[config.mk]
export PLATFORM = sky130hd
export DESIGN_NAME = arc_width_meter
export DESIGN_NICKNAME = d
export VERILOG_FILES = /design/src/rtl/arc_pkg.sv /design/src/rtl/arc_width_meter.sv
export SDC_FILE = /design/constraint.sdc
export NUM_CORES = 1
export LEC_CHECK = 0
export BUFFER_PORTS_ARGS = -buffer_cell sky130_fd_sc_hd__buf_2
export CORE_AREA = 2 2 39 41
export DETAILED_ROUTE_END_ITERATION = 12
export DIE_AREA = 0 0 41 43
export PLACE_DENSITY_LB_ADDON = 0.2
export RECOVER_POWER = 25
export SETUP_SLACK_MARGIN = 0.05
export SLEW_MARGIN = 30
export SYNTH_ARGS = -nofsm -noshare
export SYNTH_HDL_FRONTEND = slang
export SYNTH_SLANG_ARGS = --single-unit
[constraint.sdc]
create_clock -name clk -period 2.75 [get_ports clk]
set_input_delay 0.4125 -clock clk [delete_from_list [all_inputs] [get_ports clk]]
set_output_delay 0.4125 -clock clk [all_outputs]
set_load 0.005 [all_outputs]
[src/rtl/arc_pkg.sv]
package arc_pkg;

  // Number of AXI channels carrying a READY line watched by the checker.
  localparam int NUM_CH = 5;

  // Fixed channel-to-bit mapping of the per-channel flag vector.
  typedef enum logic [2:0] {
    CH_AW = 3'd0,
    CH_W  = 3'd1,
    CH_B  = 3'd2,
    CH_AR = 3'd3,
    CH_R  = 3'd4
  } ch_e;

  // Reset level and edges, all aligned to the registered sample.
  typedef struct packed {
    logic level;
    logic fell;
    logic rose;
  } rst_ev_t;

endpackage

[src/rtl/arc_width_meter.sv]
module arc_width_meter
  import arc_pkg::*;
#(
  parameter int MIN_LOW = 16
) (
  input  logic    clk,
  input  logic    clr,
  input  rst_ev_t ev,
  output logic    short_hit
);

  localparam int CNT_W = $clog2(MIN_LOW + 1);
  localparam logic [CNT_W-1:0] LIMIT = CNT_W'(MIN_LOW);

  logic [CNT_W-1:0] cnt_q;

  // Saturating count of consecutive low samples.
  always_ff @(posedge clk) begin
    if (clr)
      cnt_q <= '0;
    else if (!ev.level) begin
      if (ev.fell)
        cnt_q <= CNT_W'(1);
      else if (cnt_q != LIMIT)
        cnt_q <= cnt_q + CNT_W'(1);
    end
  end

  assign short_hit = ev.rose && (cnt_q < LIMIT);

endmodule

==> impl_metrics.ini <==
[status]
status = completed

[worst_hold_path]
hold_end = cnt_q[4]$_SDFFE_PP0P_
hp-start = clr
holdCritPathClass = in2reg
holdPathStages = 2

[placed_design]
post-place-ws_ps = 1400
place.gp.congestion = 0.750
dp_hpwl_um = 501
io_buffers = 5

[finish]
num_antenna_cells = 0
nets = 52
seq_area_um2 = 100
drive_above_1_share = 0.205
multi_input_area_um2 = 188
largest_reg_flops = 5
largest_register = cnt_q
largest_registers = cnt_q (5)
fillers = 159
area_growth_pct = 23.8

[timing]
timing.slew.headroom = 0.819
setup_ws_ps = 1400
finClkSkew_ps = 3.57
fmax_ghz = 0.740
rsz0062_at_grt = no
hold_ws_ps = 412
min_period_ps = 1350
hold_viol_final = 0
finalCritPeriodShare = 0.492
worst_pin_slew_ps = 271
finalSetupViolCount = 0
maxSlewViolCount = 0
tns_ps = 0

[logic_synthesis]
synth.area.top_cells = dfxtp_1, a31oi_1, ha_1
synth_top_area_frac = 0.335
synth_warnings = 0
synth_top_cell_by_area = dfxtp_1
yosysSeqAreaShare = 0.335
synth_cells = 35
ys_types = 18
syn_area_per_cell_um2 = 8.54
yosys_register_bits = 5
syn-cell-area_um2 = 299
synth_nets = 42

[worst_setup_path]
r2r_setup_slack_ps = 1400
r2r-start = cnt_q[1]$_SDFFE_PP0P_
cp_top_family = simple AND/OR/NAND/NOR gates
startpoint_type = flop
ff2ff_path_depth = 4
end_kind = flop
required_ps = 2920
crit_path_max_fanout = 6
worstPathCellList = ha_1 > nand3_2 > or4_1 > a31oi_1
worstReg2RegEnd = cnt_q[4]$_SDFFE_PP0P_
cpPeakStageDelay_ps = 400
crit_type = reg2reg
cpMaxStageDelayCell = dfxtp_1
crit_buf_inv = 0
critPathArrivalTime_ps = 1520

[floorplanning]
coreArea_mm2 = 0.00138
io-pin-count = 6
die_area_mm2 = 0.00176
die_w_um = 41
die_y_um = 43
num_rows = 14
initial_core_util = 0.216

[pwr]
comb_power_share = 0.090
clockPowerShare = 0.476
sw_frac_of_total = 0.233
power_switching_mw = 0.0414
internal-power_mw = 0.136
power.leakage_nw = 0.137
peakVddDrop_mv = 0.190
p_per_area_mw_per_mm2 = 480
pwr-share-seq = 0.435

[clock_network]
clock-sinks = 5
root_buffer = clkbuf_4
insertion_delay_ps = 240
clk_pin_slew_worst_paths_ps = 40
cts_resized = 0
cts_setup_buffers = 0
cts_made_buffers = 3
cts_max_level = 1
cts_tree = yes
holdBufCountCts = 0
clock_path_buffers = 2

[route]
vias_per_cell = 4.87
wl_per_cell_um = 10.7
dr_total_vias = 292
ant_nets = 0
first_pass_iters = 3
wl_um = 644
first_iter_violations = 6
drc_errors = 0

[global_route]
grt_start_max_net_pins = 8
antenna_found_initial = 0
grt_pass1_wl_um = 903
globalRouteOverflowTotal = 0
grt.total_usage = 0.0824
grt_pass1_vias = 211

[run]
max_cap_viol_count = 0
## power groups by stage
stage / combinational [mW] / clock [mW] / sequential, mW
global placement: 0.0161 / 0 / 0.0785
CTS: 0.0160 / 0.0882 / 0.0772
finish: 0.0159 / 0.0846 / 0.0773
floorplan: 0.00814 / 0 / 0.0779
detailed placement: 0.0159 / 0 / 0.0786
global route: 0.0177 / 0.0957 / 0.0773
## placed cells by master, fill, tap and decap left out, drive strengths merged, types with 2 or more instances in the layout
cell / synthesis / layout
a21oi: 3 / 3
a31oi: 4 / 4
buf: 0 / 5
clkbuf: 0 / 4
dfxtp: 5 / 5
ha: 2 / 2
inv: 3 / 3
nand3: 5 / 5
nor2: 2 / 2
o21ai: 2 / 2
## through the flow
| step | area (µm²) | cells | util | total power [mW] |
|---|---|---|---|---|
| after floorplan | 299 | 35 | - | 0.0861 |
| after global placement | 344 | 56 | 0.249 | 0.0946 |
| after detailed placement | 344 | 56 | 0.249 | 0.0945 |
| after CTS | 370 | 60 | 0.268 | 0.181 |
| after global routing | 370 | 60 | 0.268 | 0.191 |
| final | 370 | 60 | 0.268 | 0.178 |
## how the worst max path moves through the flow
stage,start,end,cells past startpoint
after floorplan,cnt_q[0]$_SDFFE_PP0P_,cnt_q[4]$_SDFFE_PP0P_,4
after global placement,cnt_q[1]$_SDFFE_PP0P_,cnt_q[4]$_SDFFE_PP0P_,4
after detailed placement,cnt_q[1]$_SDFFE_PP0P_,cnt_q[4]$_SDFFE_PP0P_,4
after CTS,cnt_q[1]$_SDFFE_PP0P_,cnt_q[4]$_SDFFE_PP0P_,4
after global routing,cnt_q[0]$_SDFFE_PP0P_,cnt_q[4]$_SDFFE_PP0P_,4
final,cnt_q[1]$_SDFFE_PP0P_,cnt_q[4]$_SDFFE_PP0P_,4
## synth_stat cells
| cell type | number |
|---|---|
| a21oi_1 | 3 |
| a22oi_1 | 1 |
| a31oi_1 | 4 |
| and4b_1 | 1 |
| and4bb_1 | 1 |
| dfxtp_1 | 5 |
| ha_1 | 2 |
| inv_1 | 3 |
| nand2_1 | 1 |
| nand3_1 | 4 |
| nand3_2 | 1 |
| nand4b_1 | 1 |
| nand4bb_1 | 1 |
| nor2_1 | 2 |
| nor2b_1 | 1 |
| o21a_1 | 1 |
| o21ai_0 | 2 |
| or4_1 | 1 |
## worst register-to-register path: cells and delay by family (launching register included)
| kind | cells | cell delay, ps |
|---|---|---|
| compound gates | 1 | 160 |
| fa+ha+maj | 1 | 240 |
| flops | 1 | 400 |
| simple gates | 2 | 490 |
## kinds of logic after synthesis
family / count (synthesis) / share of synthesized area
AO/OA/AOI/OAI: 11 / 0.218
adder cells (fa/ha/maj): 2 / 0.0837
buffers and inverters: 3 / 0.0377
flip-flops: 5 / 0.335
AND/OR/NAND/NOR: 14 / 0.326
## per-layer routing
| layer | vias to the layer above | GRT usage | wire [µm] |
|---|---|---|---|
| met5 | - | 0 | 0 |
| met4 | 0 | 0.0600 | 14 |
| met3 | 2 | 0.0628 | 61 |
| met2 | 11 | 0.0906 | 261 |
| met1 | 127 | 0.103 | 306 |
| li1 | 152 | - | - |
## cell type report
class / instances / share of cell area
clock buffer: 4 / 0.0709
sequential: 5 / 0.270
tap: 16 / 0.0541
timing repair buffer: 5 / 0.0676
multi-input combinational: 27 / 0.507
inverter: 3 / 0.0304
No activity file was read; power rests on OpenSTA's default activity.
